**src/rtl/spi_tgt_pkg.sv**
```systemverilog
package spi_tgt_pkg;
  localparam int CHAR_MAX = 9;
  localparam int ADDR_W   = 8;
  localparam int CNT_W    = $clog2(CHAR_MAX + 1);

  typedef enum logic [1:0] {
    FILT_IDLE = 2'd0,
    FILT_WAIT = 2'd1,
    FILT_PASS = 2'd2,
    FILT_DROP = 2'd3
  } filt_e;
endpackage

```
**src/rtl/spi_tgt_sync.sv**
```systemverilog
module spi_tgt_sync #(
  parameter int N = 3,
  parameter logic [N-1:0] RST_VAL = '0
) (
  input  logic         clk,
  input  logic         rst_n,
  input  logic [N-1:0] pin_in,
  output logic [N-1:0] level,
  output logic [N-1:0] rise,
  output logic [N-1:0] fall
);
  for (genvar g = 0; g < N; g++) begin : g_bit
    logic s1, s2, s3;
    always_ff @(posedge clk or negedge rst_n) begin
      if (!rst_n) begin
        s1 <= RST_VAL[g];
        s2 <= RST_VAL[g];
        s3 <= RST_VAL[g];
      end else begin
        s1 <= pin_in[g];
        s2 <= s1;
        s3 <= s2;
      end
    end
    assign level[g] = s2;
    assign rise[g]  = s2 & ~s3;
    assign fall[g]  = ~s2 & s3;
  end
endmodule

```
**src/rtl/spi_tgt_shifter.sv**
```systemverilog
module spi_tgt_shifter
  import spi_tgt_pkg::*;
#(
  parameter int CW = CHAR_MAX
) (
  input  logic          clk,
  input  logic          rst_n,
  input  logic          ss_sync,
  input  logic          sck_rise,
  input  logic          sck_fall,
  input  logic          mosi_bit,
  input  logic          frame9,
  input  logic          preload_act,
  input  logic          load_allow,
  input  logic          wr_valid,
  input  logic [CW-1:0] wr_data,
  output logic          wr_ready,
  output logic          miso_bit,
  output logic          char_done,
  output logic [CW-1:0] char_val
);
  logic [CW-1:0]    tx_sh, rx_sh, hold, rot_next;
  logic             hold_full, preloaded;
  logic [CNT_W-1:0] rcnt, fcnt, last_idx;
  logic             active, boundary, do_load, do_pre, wr_fire;

  assign active   = ~ss_sync;
  assign last_idx = frame9 ? CNT_W'(CW - 1) : CNT_W'(CW - 2);

  always_comb begin
    if (frame9) begin
      rot_next = {tx_sh[CW-2:0], tx_sh[CW-1]};
      miso_bit = tx_sh[CW-1];
      char_val = {rx_sh[CW-2:0], mosi_bit};
    end else begin
      rot_next = {1'b0, tx_sh[CW-3:0], tx_sh[CW-2]};
      miso_bit = tx_sh[CW-2];
      char_val = {1'b0, rx_sh[CW-3:0], mosi_bit};
    end
  end

  assign char_done = active && sck_rise && (rcnt == last_idx);
  assign boundary  = active && sck_fall && (fcnt == last_idx);
  assign do_load   = boundary && load_allow && hold_full;
  assign do_pre    = ss_sync && preload_act && hold_full && !preloaded;
  assign wr_ready  = ~hold_full;
  assign wr_fire   = wr_valid && wr_ready;

  always_ff @(posedge clk or negedge rst_n) begin
    if (!rst_n) begin
      hold      <= '0;
      hold_full <= 1'b0;
    end else if (do_load || do_pre) begin
      hold_full <= 1'b0;
    end else if (wr_fire) begin
      hold      <= wr_data;
      hold_full <= 1'b1;
    end
  end

  always_ff @(posedge clk or negedge rst_n) begin
    if (!rst_n) begin
      tx_sh <= '0;
    end else if (do_pre || do_load) begin
      tx_sh <= hold;
    end else if (active && sck_fall) begin
      tx_sh <= rot_next;
    end
  end

  always_ff @(posedge clk or negedge rst_n) begin
    if (!rst_n) begin
      preloaded <= 1'b0;
    end else if (active) begin
      preloaded <= 1'b0;
    end else if (do_pre) begin
      preloaded <= 1'b1;
    end
  end

  always_ff @(posedge clk or negedge rst_n) begin
    if (!rst_n) begin
      rcnt  <= '0;
      fcnt  <= '0;
      rx_sh <= '0;
    end else if (!active) begin
      rcnt <= '0;
      fcnt <= '0;
    end else begin
      if (sck_rise) begin
        rx_sh <= {rx_sh[CW-2:0], mosi_bit};
        rcnt  <= (rcnt == last_idx) ? '0 : rcnt + 1'b1;
      end
      if (sck_fall) begin
        fcnt <= (fcnt == last_idx) ? '0 : fcnt + 1'b1;
      end
    end
  end
endmodule

```
**src/rtl/spi_tgt_addr_filt.sv**
```systemverilog
module spi_tgt_addr_filt
  import spi_tgt_pkg::*;
(
  input  logic              clk,
  input  logic              rst_n,
  input  logic              ss_sync,
  input  logic              addr_mode,
  input  logic              char_done,
  input  logic [ADDR_W-1:0] char_low,
  input  logic [ADDR_W-1:0] addr_val,
  output logic              accept,
  output logic              oe_allow,
  output logic              load_allow,
  output logic              drop_st
);
  filt_e st, eff, st_next;
  logic  hit;

  assign hit = (char_low == addr_val);
  assign eff = (st == FILT_IDLE) ? (addr_mode ? FILT_WAIT : FILT_PASS) : st;

  always_comb begin
    if (ss_sync)                          st_next = FILT_IDLE;
    else if (char_done && eff == FILT_WAIT) st_next = hit ? FILT_PASS : FILT_DROP;
    else                                  st_next = eff;
  end

  always_ff @(posedge clk or negedge rst_n) begin
    if (!rst_n) st <= FILT_IDLE;
    else        st <= st_next;
  end

  assign accept     = char_done && ((eff == FILT_PASS) || (eff == FILT_WAIT && hit));
  assign oe_allow   = (st == FILT_PASS);
  assign load_allow = (eff == FILT_PASS);
  assign drop_st    = (st == FILT_DROP);
endmodule

```
**src/rtl/spi_addr_target.sv**
```systemverilog
module spi_addr_target
  import spi_tgt_pkg::*;
(
  input  logic              clk,
  input  logic              rst_n,
  input  logic              frame9,
  input  logic              addr_mode_en,
  input  logic              preload_en,
  input  logic [ADDR_W-1:0] addr_match_val,
  input  logic              tx_valid,
  input  logic [CHAR_MAX-1:0] tx_data,
  output logic              tx_ready,
  output logic [CHAR_MAX-1:0] rx_data,
  output logic              rxc_flag,
  input  logic              rxc_clr,
  input  logic              spi_sck,
  input  logic              spi_ss_n,
  input  logic              spi_mosi,
  output logic              spi_miso,
  output logic              spi_miso_oe
);
  localparam int NPIN = 3;
  localparam logic [NPIN-1:0] PIN_RST = 3'b100;

  logic [NPIN-1:0] lvl, rs, fl;
  logic ss_sync, sck_rise, sck_fall, mosi_bit;
  logic char_done, accept, oe_allow, load_allow, filt_drop, miso_bit;
  logic [CHAR_MAX-1:0] char_val;

  spi_tgt_sync #(.N(NPIN), .RST_VAL(PIN_RST)) sync_i (
    .clk(clk), .rst_n(rst_n),
    .pin_in({spi_ss_n, spi_sck, spi_mosi}),
    .level(lvl), .rise(rs), .fall(fl)
  );

  assign ss_sync  = lvl[2];
  assign sck_rise = rs[1];
  assign sck_fall = fl[1];
  assign mosi_bit = lvl[0];

  spi_tgt_shifter #(.CW(CHAR_MAX)) shift_i (
    .clk(clk), .rst_n(rst_n),
    .ss_sync(ss_sync), .sck_rise(sck_rise), .sck_fall(sck_fall),
    .mosi_bit(mosi_bit), .frame9(frame9),
    .preload_act(preload_en & ~addr_mode_en),
    .load_allow(load_allow),
    .wr_valid(tx_valid), .wr_data(tx_data), .wr_ready(tx_ready),
    .miso_bit(miso_bit), .char_done(char_done), .char_val(char_val)
  );

  spi_tgt_addr_filt filt_i (
    .clk(clk), .rst_n(rst_n),
    .ss_sync(ss_sync), .addr_mode(addr_mode_en),
    .char_done(char_done), .char_low(char_val[ADDR_W-1:0]),
    .addr_val(addr_match_val),
    .accept(accept), .oe_allow(oe_allow),
    .load_allow(load_allow), .drop_st(filt_drop)
  );

  always_ff @(posedge clk or negedge rst_n) begin
    if (!rst_n) begin
      rxc_flag <= 1'b0;
      rx_data  <= '0;
    end else begin
      if (accept) begin
        rxc_flag <= 1'b1;
        rx_data  <= char_val;
      end else if (rxc_clr) begin
        rxc_flag <= 1'b0;
      end
    end
  end

  assign spi_miso    = miso_bit;
  assign spi_miso_oe = ~ss_sync & oe_allow;
endmodule

```
**config.mk**
```make
export PLATFORM = sky130hd
export DESIGN_NAME = spi_addr_target
export DESIGN_NICKNAME = d
export VERILOG_FILES = /design/src/rtl/spi_tgt_pkg.sv /design/src/rtl/spi_tgt_sync.sv /design/src/rtl/spi_tgt_shifter.sv /design/src/rtl/spi_tgt_addr_filt.sv /design/src/rtl/spi_addr_target.sv
export SDC_FILE = /design/constraint.sdc
export NUM_CORES = 1
export LEC_CHECK = 0
export BUFFER_PORTS_ARGS = -buffer_cell sky130_fd_sc_hd__buf_2
export CORE_MARGIN = 4
export CORE_UTILIZATION = 55
export DETAILED_ROUTE_END_ITERATION = 6
export GPL_TIMING_DRIVEN = 0
export PLACE_DENSITY = 0.75
export SLEW_MARGIN = 20
export SYNTH_ARGS = -nofsm -noshare
export SYNTH_HDL_FRONTEND = slang
export SYNTH_SLANG_ARGS = --single-unit
export TNS_END_PERCENT = 20
```
**constraint.sdc**
```tcl
create_clock -name clk -period 2.7 [get_ports clk]
set_input_delay 0.675 -clock clk [delete_from_list [all_inputs] [get_ports clk]]
set_output_delay 0.675 -clock clk [all_outputs]
set_load 0.02 [all_outputs]
```
==> results.sh, run 1 <==
export IMPL_synthMuxAreaShare_pct=16.1
export IMPL_fin_cells=288
export IMPL_worstHoldStart="sync_i.g_bit[2].s1"
export IMPL_worstPathCellList="clkbuf_1 > mux2_2 > buf_2"
export IMPL_antenna_found_initial=0
export IMPL_synth_area_top_cells="dfrtp_1 56%, mux2_2 12%, mux2i_1 3.8%, a21oi_1 2.7%, dfstp_2 2.2%"
export IMPL_netlist_top_cells_count="53 x dfrtp_1, 26 x mux2_2, 14 x nor2_1"
export IMPL_synth_xor_area_share_pct=3.31
export IMPL_fin_skew_ns=0.00512
export IMPL_fmax_ghz=0.449
export IMPL_grt_setup_unrepaired="no"
export IMPL_clk_path_buf_depth=2
export IMPL_r2r_end="rx_data[0]"
export IMPL_grt_start_max_net_pins=56
export IMPL_n_fill_cell=324
export IMPL_ys_seq_elements=55
export IMPL_fin_tns_setup_ns=0
export IMPL_drc=0
export IMPL_drt_wirelength_per_cell_um=13.8
export IMPL_reg2reg_slack_ns=0.53
export IMPL_ys_seq_area_share_pct=57.9
export IMPL_grt_pass1_wl_mm=6.89
export IMPL_hold_buffers=0
export IMPL_synth_edff_count=0
export IMPL_cts_sinks=55
export IMPL_synthFlopType="dfrtp_1"
export IMPL_dieArea_mm2=0.00545
export IMPL_max_slew_margin_pct=56.8
export IMPL_cts_root_buf="clkbuf_8"
export IMPL_rows=23
export IMPL_min_period_ns=2.23
export IMPL_setup_violations_final=0
export IMPL_yosysTopAreaCellShare_pct=55.7
export IMPL_viasPerCell=5.37
export IMPL_synthesis_yosys_warnings=0
export IMPL_post_cts_buffers=0
export IMPL_diodes=0
export IMPL_r2r_start="filt_i.st[1]"
export IMPL_vdd_drop_max_mv=0.384
export IMPL_fin_crit_sh_pct=82.5
export IMPL_start_util_pct=58.3
export IMPL_path_clk_slew_ns=0.10
export IMPL_crit_fanout=9
export IMPL_start_kind="primary input"
export IMPL_cp_arrival_ns=1.55
export IMPL_grt_pass1_vias=1490
export IMPL_syn_avg_cell_area_um2=12.4
export IMPL_hpwlAfterDp_mm=2.87
export IMPL_leakage_uw=0.00127
export IMPL_synthCells=192
export IMPL_dp_cells=280
export IMPL_gp_congestion=0.775
export IMPL_cts_buffers=5
export IMPL_dr_pass1_iters=4
export IMPL_first_iter_violations=65
export IMPL_route_vias_total=1547
export IMPL_hold_violations=0
export IMPL_worst_pin_slew_ns=0.648
export IMPL_worstSkewPairLatency_ns=0.31
export IMPL_crit_type="in -> out"
export IMPL_synthesis_nets=221
export IMPL_synth_fa_ha_area_share_pct=1.05
export IMPL_outcome="finished, final reports clean"
export IMPL_grt_overflow_total=0
export IMPL_hp_class="reg -> reg"
export IMPL_synth_most_common_cell="dfrtp_1"
export IMPL_min_path_cells=0
export IMPL_netlist_area_mm2=0.00238
export IMPL_cts_tree="built"
export IMPL_core_area_mm2=0.00409
export IMPL_required_ns=2.03
export IMPL_area_growth_syn_to_layout_pct=15.0
export IMPL_maxCapViolCount=0
export IMPL_async_reset_ff_share_pct=100
export IMPL_htreeDepth=2
export IMPL_synth_simple_area_share_pct=10.4
export IMPL_cts_resized=0
export IMPL_cp_end_kind="primary output"
export IMPL_fp_dieW_um=73.8
export IMPL_die_h_um=73.8
export IMPL_synth_top_family_by_area="multiplexers"
export IMPL_wl_mm=3.96
export IMPL_critical_path_slowest_cell="mux2_2"
export IMPL_reg2reg_depth=5
export IMPL_drive_gt1_share_pct=34.5
export IMPL_ios=40
export IMPL_power_density_mw_per_mm2=699
export IMPL_ant_nets=0
export IMPL_synth_top_area_cell="dfrtp_1"
export IMPL_slew_violations=0
export IMPL_grt_usage_pct=16.7
export IMPL_critPathMaxStageDelay_ns=0.40
export IMPL_io_buffers=38
export IMPL_fin_nets=266
export IMPL_hold_end="sync_i.g_bit[2].s2"
export IMPL_synth_compound_area_share_pct=8.99
export IMPL_ys_types=40
==> sequential cells by signal (all words and copies together), names as in the netlist <==
register,flops
rx_data,9
shift_i.hold,9
shift_i.tx_sh,9
shift_i.rx_sh,8
shift_i.fcnt,4
shift_i.rcnt,4
sync_i.g_bit.s1,3
sync_i.g_bit.s2,3
filt_i.st,2
rxc_flag,1
shift_i.hold_full,1
shift_i.preloaded,1
sync_i.g_bit.s3,1
==> where the power goes <==
group	internal (uW)	switching (uW)	total [uW]
combinational	184	136	321
clock	216	273	489
sequential	986	118	1100
==> layer usage <==
layer	track usage (%)	vias to the layer above	routed length, um	part of all wire, %
met2	24.7	25	1830	46
met5	0	-	0	0
met3	4.51	5	168	4.2
li1	-	771	-	-
met4	6.64	0	61	1.5
met1	23.2	746	1900	48
==> final cells by class <==
cell class	count	area, um2	share of cell area [%]
multi-input cells	123	948	34.6
plain buffers	6	23.8	0.868
clock inverters	2	20.0	0.731
clock buffers	6	82.6	3.02
well taps	50	62.6	2.28
inverters	8	30.0	1.10
flip-flops and latches	55	1380	50.3
repair buffers	38	193	7.04
==> worst max-delay path by stage <==
stage | cells past startpoint | end | startpoint | slack [ns]
floorplan | 5 | rx_data[0] | addr_match_val[7] | 0.47
global placement | 6 | rx_data[2] | addr_mode_en | 0.20
detailed placement | 6 | rx_data[0] | addr_mode_en | 0.18
CTS | 3 | spi_miso | frame9 | 0.44
global route | 3 | spi_miso_oe | sync_i.g_bit[2].s2 | 0.35
finish | 3 | spi_miso | frame9 | 0.47
==> cell families after synthesis <==
| group | count (synthesis) |
|---|---|
| DFF | 55 |
| and+or+nand+nor | 45 |
| buffers and inverters | 14 |
| AOI/OAI and AO/OA | 32 |
| muxes | 35 |
| adders and majority gates | 2 |
| xor gates and xnor gates | 9 |
==> layout by cell type, fill, tap and decap left out, types with 5 or more instances in the layout <==
| cell | instances |
|---|---|
| mux2i_1 | 9 |
| mux2_2 | 26 |
| buf_2 | 38 |
| dfrtp_1 | 53 |
| clkbuf_1 | 5 |
| inv_1 | 8 |
| clkbuf_8 | 6 |
| nor2_1 | 14 |
| o21ai_0 | 7 |
| nand2_1 | 10 |
| a21oi_1 | 13 |
| xnor2_1 | 6 |
==> worst max-delay path, delay by kind of cell <==
kind                   cells  cell delay (ns)
buffers and inverters      2             0.47
muxes                      1             0.40
==> metrics by stage <==
step | power, uW | setup slack (ns) | instance area, um2 | util [%] | hold slack (ns)
floorplan | 1340 | 0.469 | 2380 | - | 0.331
global placement | 1430 | 0.203 | 2630 | 64.5 | 0.332
detailed placement | 1450 | 0.179 | 2640 | 64.5 | 0.340
CTS | 1940 | 0.440 | 2740 | 67.0 | 0.361
global route | 2030 | 0.348 | 2740 | 67.0 | 0.368
finish | 1910 | 0.472 | 2740 | 67.0 | 0.360
No activity file was read; power rests on OpenSTA's default activity.
==> inputs of run 2 (changes only) <==
--- a/config.mk
+++ b/config.mk
@@ -7,10 +7,10 @@
 export LEC_CHECK = 0
 export BUFFER_PORTS_ARGS = -buffer_cell sky130_fd_sc_hd__buf_2
 export CORE_MARGIN = 4
-export CORE_UTILIZATION = 55
+export CORE_UTILIZATION = 50
 export DETAILED_ROUTE_END_ITERATION = 6
 export GPL_TIMING_DRIVEN = 0
-export PLACE_DENSITY = 0.75
+export PLACE_DENSITY = 0.72
 export SLEW_MARGIN = 20
 export SYNTH_ARGS = -nofsm -noshare
 export SYNTH_HDL_FRONTEND = slang
==> constraint.sdc (replaced) <==
create_clock -name clk -period 2 [get_ports clk]
set_input_delay 0.5 -clock clk [delete_from_list [all_inputs] [get_ports clk]]
set_output_delay 0.5 -clock clk [all_outputs]
set_load 0.02 [all_outputs]
==> run 2 against run 1 <==
Net effect:
- cell area is 8.2% higher
- largest cell class unchanged
- highest routed layer unchanged
- largest power group unchanged
- register-to-register slack worse by 0.58 ns
- global-route usage is 0.40 points lower
- routed wire length is 17% higher
- combinational power is 81% higher
- the run now ends with negative setup slack left
- critical endpoint is now rx_data[3]
- hold slack worse by 0.15 ns
==> results.sh, run 2 (synthesis results as in run 1) <==
export IMPL_hold_violations=0
export IMPL_hold_buffers=0
export IMPL_pwr_share_seq_pct=54.3
export IMPL_antenna_found_initial=0
export IMPL_core_area_mm2=0.00447
export IMPL_max_slew_margin_pct=54.5
export IMPL_viasPerCell=5.30
export IMPL_hpwlAfterDp_mm=3.11
export IMPL_fin_nets=277
export IMPL_outcome="finished, violations left"
export IMPL_leakage_uw=0.00139
export IMPL_setup_ws_ns=-0.0538
export IMPL_fmax_ghz=0.487
export IMPL_power_density_mw_per_mm2=926
export IMPL_hp_class="in -> async"
export IMPL_rows=24
export IMPL_ios=40
export IMPL_cp_arrival_ns=2.27
export IMPL_grt_pass1_wl_mm=7.56
export IMPL_ant_nets=0
export IMPL_slew_violations=0
export IMPL_postPlaceCellArea_mm2=0.00272
export IMPL_netSwitchingFraction_pct=28.2
export IMPL_dieArea_mm2=0.00593
export IMPL_grt_usage_pct=16.3
export IMPL_drt_wirelength_per_cell_um=15.4
export IMPL_cts_tree="built"
export IMPL_cp_end_kind="flop"
export IMPL_vdd_drop_max_mv=0.616
export IMPL_cts_buffers=5
export IMPL_diodes=0
export IMPL_maxCapViolCount=0
export IMPL_min_period_ns=2.05
export IMPL_grt_start_max_net_pins=56
export IMPL_worst_pin_slew_ns=0.682
export IMPL_start_util_pct=53.2
export IMPL_first_iter_violations=119
export IMPL_p_switching_uw=773
export IMPL_p_int_uw=1970
export IMPL_cts_root_buf="clkbuf_8"
export IMPL_grt_overflow_total=0
export IMPL_fp_dieW_um=77.0
export IMPL_use_met1_pct=23.9
export IMPL_use_met3_pct=4.45
export IMPL_setup_violations_final=9
export IMPL_htreeDepth=2
export IMPL_io_buffers=38
export IMPL_area_growth_syn_to_layout_pct=24.4
export IMPL_grt_setup_unrepaired="yes"
export IMPL_layout_common_cells="52 x dfrtp_1, 38 x buf_2, 18 x mux2_2"
export IMPL_largest_registers="rx_data: 9 flops, shift_i.hold: 9 flops, shift_i.tx_sh: 9 flops"
export IMPL_clk_path_buf_depth=2
export IMPL_violations="negative setup slack"
export IMPL_use_met2_pct=23.0
export IMPL_drive_gt1_share_pct=41.0
export IMPL_fin_util_pct=66.2
export IMPL_path_clk_slew_ns=0.10
export IMPL_route_vias_total=1596
export IMPL_reg2reg_depth=6
export IMPL_fin_skew_ns=0.00788
export IMPL_drc=0
export IMPL_dr_pass1_iters=4
export IMPL_crit_type="reg -> reg"
export IMPL_gp_congestion=0.770
export IMPL_crit_fanout=4
export IMPL_die_h_um=77.0
export IMPL_clockPowerShare_pct=24.5
export IMPL_worstSkewPairLatency_ns=0.32
export IMPL_grt_pass1_vias=1514
export IMPL_fin_tns_setup_ns=-0.321
export IMPL_fin_crit_sh_pct=103
export IMPL_grt_busiest_layer="met1"
export IMPL_start_kind="flop"
export IMPL_cts_sinks=55
export IMPL_wl_mm=4.64
export IMPL_required_ns=2.21
export IMPL_postLayoutCellArea_mm2=0.00296
export IMPL_power_frac_comb_pct=21.2
export IMPL_layout_commonest_cell="dfrtp_1"
==> run 2: cell type report <==
class                      instances  area, um2
clock buffer                       6       82.6
inverter                           8       30.0
buffer                             6       26.3
fill                             326       1510
multi-input combinational        123       1040
sequential                        55       1380
clock inverter                     2       20.0
tap                               52       65.1
timing repair buffer              49        318
==> run 2: per-layer routing <==
| layer | routed length (um) | share of wire [%] |
|---|---|---|
| met1 | 2280 | 49 |
| met2 | 2110 | 45 |
| met4 | 60 | 1.3 |
| met5 | 0 | 0 |
| met3 | 189 | 4.1 |
==> run 2: worst max-delay path, cell delays in order (launching register included) <==
cell and delay (ns):
dfrtp_1 0.39, o21ba_4 0.22, nand4_1 0.07, or4_4 0.57, a21oi_4 0.22, clkbuf_16 0.19, mux2_4 0.29
==> run 2: what timing repair did <==
item / in CTS / in global routing
cloned: 0 / 1
setup buffers: 7 / 3
pin swaps: 2 / 8
gates resized for setup: 2 / 3
endpoints found under the setup margin: 11 / 18
==> run 2: through the flow <==
| stage | power (uW) | setup slack (ns) | hold WS, ns | cells |
|---|---|---|---|---|
| final | 2740 | -0.0538 | 0.210 | 301 |
| after global routing | 2910 | -0.105 | 0.244 | 301 |
| after CTS | 2750 | -0.0312 | 0.235 | 297 |
| after detailed placement | 2010 | -0.347 | 0.339 | 282 |
| after global placement | 1990 | -0.315 | 0.334 | 282 |
| after floorplan | 1850 | -0.0267 | 0.204 | 192 |
==> run 2: worst paths after layout <==
path / from / to / slack (ns)
max: filt_i.st[1] / rx_data[3] / -0.05
min: rst_n / shift_i.rcnt[2] / 0.21
max reg2reg: filt_i.st[1] / rx_data[3] / -0.05
min reg2reg: sync_i.g_bit[1].s1 / sync_i.g_bit[1].s2 / 0.36
max in group asynchronous: rst_n / shift_i.rx_sh[0] / 1.31
min in group clk: spi_ss_n / sync_i.g_bit[2].s1 / 0.27
==> run 2: power by group through the flow <==
stage	sequential (uW)	combinational, uW	clock [uW]
floorplan	1480	370	0
global placement	1520	464	0
detailed placement	1530	481	0
CTS	1490	566	691
global route	1520	643	750
finish	1490	582	672
==> inputs of run 3 (changes only) <==
==> constraint.sdc (replaced) <==
create_clock -name clk -period 1.7 [get_ports clk]
set_input_delay 0.425 -clock clk [delete_from_list [all_inputs] [get_ports clk]]
set_output_delay 0.425 -clock clk [all_outputs]
set_load 0.02 [all_outputs]
==> run 3 against run 2 <==
Net effect:
- the flow still finishes with violations (negative setup slack)
- combinational power is 16% higher
- power up 16%
- routed wire length increased by 2.0%
- largest power group unchanged
==> results.sh, run 3 (synthesis results as in run 1) <==
export IMPL_worst_pin_slew_ns=0.693
export IMPL_min_period_ns=1.97
export IMPL_use_met3_pct=5.85
export IMPL_layout_common_cells="53 x dfrtp_1, 36 x buf_2, 18 x mux2_2"
export IMPL_violations="negative setup slack"
export IMPL_die_h_um=77.0
export IMPL_grt_pass1_vias=1672
export IMPL_crit_fanout=5
export IMPL_clk_path_buf_depth=2
export IMPL_postLayoutCellArea_mm2=0.00296
export IMPL_use_met1_pct=24.0
export IMPL_io_buffers=38
export IMPL_use_met2_pct=26.2
export IMPL_path_clk_slew_ns=0.10
export IMPL_drc=0
export IMPL_p_int_uw=2260
export IMPL_fin_crit_sh_pct=116
export IMPL_first_iter_violations=109
export IMPL_route_vias_total=1626
export IMPL_reg2reg_depth=6
export IMPL_dieArea_mm2=0.00593
export IMPL_wl_mm=4.73
export IMPL_start_util_pct=53.2
export IMPL_grt_busiest_layer="met2"
export IMPL_pwr_share_seq_pct=54.9
export IMPL_diodes=0
export IMPL_grt_pass1_wl_mm=8.16
export IMPL_dp_cells=282
export IMPL_htreeDepth=2
export IMPL_dr_pass1_iters=4
export IMPL_cts_buffers=5
export IMPL_setup_ws_ns=-0.270
export IMPL_area_growth_syn_to_layout_pct=24.2
export IMPL_slew_violations=0
export IMPL_grt_start_max_net_pins=56
export IMPL_setup_violations_final=17
export IMPL_max_slew_margin_pct=53.8
export IMPL_hold_buffers=0
export IMPL_vdd_drop_max_mv=0.755
export IMPL_clockPowerShare_pct=23.8
export IMPL_hpwlAfterDp_mm=3.02
export IMPL_required_ns=1.89
export IMPL_power_frac_comb_pct=21.3
export IMPL_post_place_ws_ns=-0.568
export IMPL_antenna_found_initial=0
export IMPL_fin_nets=275
export IMPL_fin_cells=299
export IMPL_ios=40
export IMPL_power_density_mw_per_mm2=1080
export IMPL_cts_sinks=55
export IMPL_viasPerCell=5.44
export IMPL_outcome="finished, violations left"
export IMPL_rows=24
export IMPL_layout_commonest_cell="dfrtp_1"
export IMPL_n_fill_cell=324
export IMPL_p_switching_uw=919
export IMPL_ant_nets=0
export IMPL_hold_violations=0
export IMPL_start_kind="flop"
export IMPL_whs_ns=0.145
export IMPL_hp_class="in -> async"
export IMPL_drive_gt1_share_pct=42.1
export IMPL_cts_tree="built"
export IMPL_netSwitchingFraction_pct=28.9
export IMPL_gp_congestion=0.744
export IMPL_grt_usage_pct=17.2
export IMPL_leakage_uw=0.00137
export IMPL_cp_arrival_ns=2.16
export IMPL_worstSkewPairLatency_ns=0.31
export IMPL_fin_tns_setup_ns=-2.54
export IMPL_crit_type="reg -> reg"
export IMPL_fp_dieW_um=77.0
export IMPL_postPlaceCellArea_mm2=0.00266
export IMPL_drt_wirelength_per_cell_um=15.8
export IMPL_cts_root_buf="clkbuf_8"
export IMPL_grt_overflow_total=0
export IMPL_largest_registers="rx_data: 9 flops, shift_i.hold: 9 flops, shift_i.tx_sh: 9 flops"
export IMPL_core_area_mm2=0.00447
export IMPL_grt_setup_unrepaired="yes"
export IMPL_cp_end_kind="flop"
export IMPL_fmax_ghz=0.508
export IMPL_fin_skew_ns=0.0124
export IMPL_maxCapViolCount=0
-- run 3: cell types whose count changed in the layout (fill, tap and decap cells not counted), moves of 2 or more --
cell      delta
buf_12       -2
xnor2_2      -3
clkbuf_2     -2
xnor2_1      +3
a21oi_2      +5
a21oi_1      -5
buf_2        -2
buf_6        +3
buf_8        +2
-- run 3: worst max-delay path, stage by stage (launching register included) --
cell and delay [ns]:
dfrtp_1 0.39, o21ba_4 0.22, nand4_1 0.09, or4_4 0.54
a21oi_4 0.17, buf_6 0.16, mux2_4 0.30
-- run 3: repair_timing --
| item | CTS | global route |
|---|---|---|
| setup buffers | 8 | 1 |
| pin swaps | 4 | 4 |
| resized for setup | 23 | 10 |
| endpoints found under the hold margin | 0 | 0 |
| setup endpoints to repair | 24 | 34 |
-- run 3: stage by stage --
stage                     power (uW)  util, %
after floorplan                 2150        -
after detailed placement        2330     59.5
after global routing            3370     66.1
final                           3180     66.1
after global placement          2310     59.5
after CTS                       3160     65.2
-- run 3: power by group through the flow --
| stage | Sequential [uW] | Combinational [uW] | Clock (uW) |
|---|---|---|---|
| 2_1_floorplan | 1730 | 415 | 0 |
| 3_3_place_gp | 1780 | 530 | 0 |
| 3_5_place_dp | 1780 | 548 | 0 |
| 4_1_cts | 1740 | 636 | 777 |
| 5_1_grt | 1780 | 746 | 844 |
| 6_report | 1750 | 676 | 757 |
-- run 3: worst paths after layout --
check	slack (ns)	end	from
hold reg to reg	0.37	sync_i.g_bit[2].s2	sync_i.g_bit[2].s1
max in group asynchronous	1.08	shift_i.preloaded	rst_n
hold / removal	0.14	shift_i.rcnt[0]	rst_n
setup reg to reg	-0.27	rx_data[1]	filt_i.st[1]
min in group clk	0.20	sync_i.g_bit[2].s1	spi_ss_n
setup / recovery	-0.27	rx_data[1]	filt_i.st[1]
-- run 3: final cells by class --
type / instances / area, um2 / share of cell area [%]
clock buffers: 5 / 68.8 / 2.33
plain buffers: 6 / 52.6 / 1.78
repair buffers: 47 / 270 / 9.14
clock inverters: 3 / 27.5 / 0.931
multi-input cells: 123 / 1060 / 36.0
flip-flops and latches: 55 / 1380 / 46.6
well taps: 52 / 65.1 / 2.20
inverters: 8 / 30.0 / 1.02
-- run 3: per-layer routing --
| layer | routed length (um) | share of wire [%] |
|---|---|---|
| met1 | 2260 | 48 |
| met2 | 2210 | 47 |
| met3 | 230 | 4.9 |
| met4 | 23 | 0.49 |
| met5 | 0 | 0 |
